<file path="src/rtl/ack_pkg.sv">
`timescale 1ns/1ps
package ack_pkg;
  typedef enum logic [1:0] {
    S_IDLE = 2'd0,
    S_WAIT = 2'd1,
    S_LOW  = 2'd2,
    S_SPD  = 2'd3
  } ack_st_e;

  localparam logic [2:0] STAT_NONE    = 3'b000;
  localparam logic [2:0] STAT_DROPPED = 3'b001;
endpackage

</file>
<file path="src/rtl/ack_cnt.sv">
`timescale 1ns/1ps
module ack_cnt #(
  parameter int W = 5
) (
  input  logic         clk_i,
  input  logic         rst_ni,
  input  logic         clr_i,
  input  logic         en_i,
  input  logic [W-1:0] lim_i,
  output logic         hit_o
);
  logic [W-1:0] cnt_q;

  always_ff @(posedge clk_i or negedge rst_ni) begin
    if (!rst_ni)               cnt_q <= '0;
    else if (clr_i)            cnt_q <= '0;
    else if (en_i && !hit_o)   cnt_q <= cnt_q + 1'b1;
  end

  assign hit_o = (cnt_q == lim_i);
endmodule

</file>
<file path="src/rtl/ack_fsm.sv">
`timescale 1ns/1ps
module ack_fsm
  import ack_pkg::*;
#(
  parameter int MIN_DLY = 32,
  parameter int LOW_LEN = 16,
  parameter int CNT_W   = 5
) (
  input  logic             clk_i,
  input  logic             rst_ni,
  input  logic             cmd_end_i,
  input  logic             exec_done_i,
  input  logic             stop_i,
  input  logic             cnt_hit_i,
  output logic             cnt_clr_o,
  output logic             cnt_en_o,
  output logic [CNT_W-1:0] cnt_lim_o,
  output logic             start_o,
  output logic             drop_o,
  output ack_st_e          st_o
);
  localparam logic [CNT_W-1:0] WAIT_LIM = CNT_W'(MIN_DLY - 1);
  localparam logic [CNT_W-1:0] LOW_LIM  = CNT_W'(LOW_LEN - 1);

  ack_st_e st_q, st_d;
  logic    done_q;
  logic    done_any;

  assign done_any = done_q || exec_done_i;

  always_comb begin
    st_d    = st_q;
    start_o = 1'b0;
    drop_o  = 1'b0;
    unique case (st_q)
      S_IDLE: if (cmd_end_i) st_d = S_WAIT;
      S_WAIT: begin
        if (done_any && cnt_hit_i) begin
          st_d    = S_LOW;
          start_o = 1'b1;
        end else if (stop_i && !done_any) begin
          // stop before execution: command discarded silently
          st_d   = S_IDLE;
          drop_o = 1'b1;
        end
      end
      S_LOW:  if (cnt_hit_i) st_d = S_SPD;
      S_SPD:  st_d = S_IDLE;
      default: st_d = S_IDLE;
    endcase
  end

  assign cnt_clr_o = (st_q == S_IDLE) || (st_q == S_SPD) || start_o;
  assign cnt_en_o  = (st_q == S_WAIT) || (st_q == S_LOW);
  assign cnt_lim_o = (st_q == S_LOW) ? LOW_LIM : WAIT_LIM;
  assign st_o      = st_q;

  always_ff @(posedge clk_i or negedge rst_ni) begin
    if (!rst_ni) begin
      st_q   <= S_IDLE;
      done_q <= 1'b0;
    end else begin
      st_q   <= st_d;
      done_q <= (st_q == S_WAIT) && (st_d == S_WAIT) && done_any;
    end
  end

  assert_start_after_min_R2: assert property (@(posedge clk_i) disable iff (!rst_ni)
    (st_q == S_WAIT && st_d == S_LOW) |-> cnt_hit_i);

  assert_no_ack_without_done_R4: assert property (@(posedge clk_i) disable iff (!rst_ni)
    (st_q == S_WAIT && !done_q && !exec_done_i) |=> (st_q != S_LOW));

  assert_speedup_one_cycle_R6: assert property (@(posedge clk_i) disable iff (!rst_ni)
    (st_q == S_SPD) |=> (st_q == S_IDLE));

  assert_retrigger_ignored_R10: assert property (@(posedge clk_i) disable iff (!rst_ni)
    (st_q != S_IDLE && cmd_end_i) |=> (st_q != S_WAIT || $past(st_q) == S_WAIT));
endmodule

</file>
<file path="src/rtl/dbg_ack_pulser.sv">
`timescale 1ns/1ps
module dbg_ack_pulser
  import ack_pkg::*;
#(
  parameter int MIN_DLY = 32,
  parameter int LOW_LEN = 16
) (
  input  logic       clk_i,
  input  logic       rst_ni,
  input  logic       cmd_end_i,
  input  logic       exec_done_i,
  input  logic       stop_i,
  output logic       line_oe_o,
  output logic       line_val_o,
  output logic [2:0] status_o
);
  localparam int MAXC  = (MIN_DLY > LOW_LEN) ? MIN_DLY : LOW_LEN;
  localparam int CNT_W = (MAXC > 2) ? $clog2(MAXC) : 1;

  logic             cnt_clr, cnt_en, cnt_hit, start, drop;
  logic [CNT_W-1:0] cnt_lim;
  ack_st_e          st;
  logic [2:0]       status_q;

  ack_cnt #(.W(CNT_W)) u_cnt (
    .clk_i  (clk_i),
    .rst_ni (rst_ni),
    .clr_i  (cnt_clr),
    .en_i   (cnt_en),
    .lim_i  (cnt_lim),
    .hit_o  (cnt_hit)
  );

  ack_fsm #(.MIN_DLY(MIN_DLY), .LOW_LEN(LOW_LEN), .CNT_W(CNT_W)) u_fsm (
    .clk_i       (clk_i),
    .rst_ni      (rst_ni),
    .cmd_end_i   (cmd_end_i),
    .exec_done_i (exec_done_i),
    .stop_i      (stop_i),
    .cnt_hit_i   (cnt_hit),
    .cnt_clr_o   (cnt_clr),
    .cnt_en_o    (cnt_en),
    .cnt_lim_o   (cnt_lim),
    .start_o     (start),
    .drop_o      (drop),
    .st_o        (st)
  );

  always_ff @(posedge clk_i or negedge rst_ni) begin
    if (!rst_ni)    status_q <= STAT_NONE;
    else if (drop)  status_q <= STAT_DROPPED;
    else if (start) status_q <= STAT_NONE;
  end

  assign line_oe_o  = (st == S_LOW) || (st == S_SPD);
  assign line_val_o = (st == S_SPD);
  assign status_o   = status_q;

  assert_low_followed_by_drive_R5: assert property (@(posedge clk_i) disable iff (!rst_ni)
    (line_oe_o && !line_val_o) |=> line_oe_o);

  assert_drop_is_silent_R7: assert property (@(posedge clk_i) disable iff (!rst_ni)
    (status_q == STAT_DROPPED && $past(status_q) != STAT_DROPPED) |-> !line_oe_o);

  assert_high_then_release_R6: assert property (@(posedge clk_i) disable iff (!rst_ni)
    (line_oe_o && line_val_o) |=> !line_oe_o);
endmodule

</file>
<file path="config.mk">
export PLATFORM = sky130hd
export DESIGN_NAME = dbg_ack_pulser
export DESIGN_NICKNAME = d
export VERILOG_FILES = /design/src/rtl/ack_pkg.sv /design/src/rtl/ack_cnt.sv /design/src/rtl/ack_fsm.sv /design/src/rtl/dbg_ack_pulser.sv
export SDC_FILE = /design/constraint.sdc
export NUM_CORES = 1
export LEC_CHECK = 0
export ABC_CLOCK_PERIOD_IN_PS = 6500
export BUFFER_PORTS_ARGS = -buffer_cell sky130_fd_sc_hd__buf_4
export CORE_UTILIZATION = 40
export DETAILED_ROUTE_END_ITERATION = 8
export GPL_TIMING_DRIVEN = 0
export MAX_ROUTING_LAYER = met4
export PLACE_DENSITY_LB_ADDON = 0.15
export SLEW_MARGIN = 25
export SYNTH_ARGS = -nofsm -noshare
export SYNTH_HDL_FRONTEND = slang
export SYNTH_HIERARCHICAL = 1
export SYNTH_SLANG_ARGS = --single-unit
</file>
<file path="constraint.sdc">
create_clock -name clk_i -period 6.5 [get_ports clk_i]
set_input_delay 1.625 -clock clk_i [delete_from_list [all_inputs] [get_ports clk_i]]
set_output_delay 1.625 -clock clk_i [all_outputs]
set_load 0.01 [all_outputs]
</file>
==> metrics.md <==
| Metric | Value |
|---|---|
| Outcome | completed |
| Gpl congestion | 0.7501 |
| CP Data Arrival Time | 1050 ps |
| Grt ovf | 0 |
| Cell Int Power | 0.1667 mW |
| Logic pwr share | 0.556 |
| Seq/Total Area, Yosys | 0.3051 |
| Final-report hold violation count | 0 |
| Vias in the first global route | 501 |
| GRT Total Usage | 0.1591 |
| Tcrit/Tclk final | 0.4112 |
| Port bufs | 7 |
| Total Power | 0.2954 mW |
| Share of layout cells above drive strength 1 | 0.2188 |
| Crit. End Element | output port |
| R2r startpoint | u_fsm/st_o[0] |
| TritonRoute pass-1 iters | 4 |
| Crit-path max FO | 6 |
| Die X | 44.96 um |
| Final worst setup slack | 3827 ps |
| Final setup fails | 0 |
| FMAX | 374.1 MHz |
| Core Footprint | 0.001727 mm^2 |
| Post-Layout Cell Count | 121 |
| Worst setup path category | reg -> out |
| R2R Setup Slk | 3870 ps |
| Die ar. | 0.002021 mm^2 |
| CP endpoint | line_val_o |
| First-pass GRT wire length | 2.194 mm |
| WP depth | 2 |
| Area of the mapped netlist | 738.2 um^2 |
| Post-layout util | 0.5000 |
| DR vias/cell | 4.562 |
| Fin crit period | 2673 ps |
| Critical-path cell list | and2_1 -> buf_4 |
| Clock Sinks | 9 |
| Starting density of the core | 0.4275 |
| Hold_ws | 482.7 ps |
| P per Cell Area | 342.2 mW/mm^2 |
| Sw Share | 0.4356 |
| Net count, final | 107 |
| Post-route ant nets | 0 |
| Ant diodes | 0 |
| Setup WS pre-CTS | 3541 ps |
| CP Buf/Inv Count | 1 |
| Startpoint Class | register |
| Hold crit path type | reg -> reg |
| Maximum number of pins on one net before global-route repair | 10 |
| Root Buffer | clkbuf_4 |
| Worst setup startpoint | u_fsm/st_o[1] |
| Max VDD drop | 0.1238 mV |
| YS warnings | 6 |
| Setup TNS | 0 ps |
| Total CTS buffers | 3 |
| Placement Rows | 15 |
| Yosys cell types | 31 |
| Number of I/O pins | 10 |
| Drt drc | 0 |
| Clock power share | 0.151 |
| RSZ-0062 raised after global routing | false |
| Post-CTS setup buffer count | 0 |
| Die outline height | 44.96 um |
| Net Sw Power | 0.1287 mW |
| P_leak | 0.4072 nW |
| CTS tree | yes |
| Syn Inst Count | 81 |
| Fin. max-slew vios | 0 |
| Initial antenna violation count | 0 |
| Register-to-Register Path Depth | 11 |
| Yosys reg bits | 9 |
| Sequential Power Share | 0.293 |
| Dpl cells | 117 |
| Wire per inst | 10.55 um |
| Worst R2R End | u_cnt/cnt_q[3] |
| Area Growth Syn to Fin | 16.95% |
| PostCTS Resize Cnt | 0 |
| Max cap viols | 0 |
| CP top delay family | flip-flops |
| Final non-filler cell area | 863.3 um^2 |
| Crit-path max cell delay | 460 ps |
| Clock transition at the registers of the reported paths | 60 ps |
| Worst-Skew Late Latency | 260 ps |
| Vias | 552 |
| DP HPWL | 981.8 um |
| Worst clock skew | 0.4366 ps |
| Routed WL | 1.276 mm |
| Hold_buf cts | 0 |
| Syn_area_per_cell | 9.114 um^2 |
| Clock Path Buffers | 2 |
| Fillcell total | 189 |
| Initial DRC Count | 6 |
| Placed cell area | 837.1 um^2 |
| WP data required | 4880 ps |
| H-tree depth | 1 |
| CP max-delay cell | dfrtp_1 |
[synth_stat cells]
cell	number	area, um^2
mux2_1	4	45.04
buf_4	6	45.04
and3b_1	1	8.760
and2_1	3	18.77
nand3_1	2	10.01
nand2b_1	1	6.260
a21o_1	1	7.510
xor2_1	4	35.03
conb_1	2	7.510
buf_1	1	3.750
inv_1	6	22.52
ha_1	5	62.56
xnor2_1	1	8.760
a21oi_1	4	20.02
a211oi_1	1	7.510
clkbuf_1	1	3.750
o21ai_0	2	10.01
a31oi_1	1	6.260
nand4_1	2	12.51
mux2_2	1	11.26
nand2_1	3	11.26
dfrtp_1	9	225.2
nor4_4	1	21.27
o21a_2	1	8.760
a2111oi_4	1	27.53
nor3b_1	1	7.510
o22ai_1	1	6.260
or3b_4	1	11.26
nor3_1	1	5.000
nor2_1	8	30.03
nor2b_1	5	31.28
[area by class of cell]
class                           count  area, um^2  area share
Clock buffer                        4       26.28     0.03043
Tap cell                           25       31.28     0.03623
Inverter                            6       22.52     0.02609
Multi-Input combinational cell     62       452.9      0.5246
Timing Repair Buffer                7       52.55     0.06087
Buffer                              8       52.55     0.06087
Sequential cell                     9       225.2      0.2609
[per-layer routing]
metal,up-vias,track usage,part of all wire
met5,-,-,0
met2,9,0.2174,0.44
li1,290,-,-
met4,0,0.05455,0.0047
met3,2,0.06000,0.035
met1,251,0.2134,0.52
[cell families (layout without fill, tap and decap cells)]
kind of cell | count (synthesis) | after routing | synth area share
and+or+nand+nor | 29 | 29 | 0.2356
muxes | 5 | 5 | 0.07627
other | 2 | 6 | 0.01017
AOI/OAI and AO/OA | 12 | 12 | 0.1271
DFF | 9 | 9 | 0.3051
adders and majority gates | 5 | 5 | 0.08475
buffers and inverters | 14 | 25 | 0.1017
xor gates and xnor gates | 5 | 5 | 0.05932
[placed cells by master (no fill, tap or decap)]
cell / n
xor2_1: 4
nand3_1: 2
or3b_4: 1
mux2_1: 4
and2_1: 3
a21oi_1: 4
buf_1: 1
clkbuf_1: 2
a21o_1: 1
ha_1: 5
a2111oi_4: 1
nor2b_1: 5
nor3_1: 1
nand4_1: 2
o21a_2: 1
mux2_2: 1
nor3b_1: 1
conb_1: 6
nand2_1: 3
a31oi_1: 1
inv_1: 6
o21ai_0: 2
nor4_4: 1
nor2_1: 8
a211oi_1: 1
nand2b_1: 1
clkbuf_4: 3
and3b_1: 1
o22ai_1: 1
buf_4: 13
xnor2_1: 1
dfrtp_1: 9
[power groups by stage]
stage	clock network, mW	registers (mW)	logic, mW
after floorplan	0	0.0849	0.125
after global placement	0	0.0873	0.161
after detailed placement	0	0.0873	0.165
after CTS	0.0473	0.0867	0.166
after global routing	0.0493	0.0891	0.188
final	0.0446	0.0867	0.164
[registers in the layout, indices dropped and copies added (netlist names)]
register	count
u_fsm/st_o	2
status_o	1
u_cnt/cnt_q	5
u_fsm/done_q	1
[worst min path at each step]
stage / cells past startpoint / to / startpoint / slack (ps)
global route: 1 / status_o[0] / status_o[0] / 510
floorplan: 1 / status_o[0] / status_o[0] / 520
CTS: 1 / status_o[0] / status_o[0] / 490
global placement: 1 / status_o[0] / status_o[0] / 460
finish: 1 / status_o[0] / status_o[0] / 480
detailed placement: 1 / status_o[0] / status_o[0] / 470
[worst register-to-register path: cells and delay by family (launching register included)]
family / cells / cell delay (ps)
DFF: 1 / 430
and+or+nand+nor: 5 / 920
xor gates and xnor gates: 1 / 180
adders and majority gates: 1 / 180
muxes: 1 / 300
buffers and inverters: 3 / 510
No activity file was read; power rests on OpenSTA's default activity.
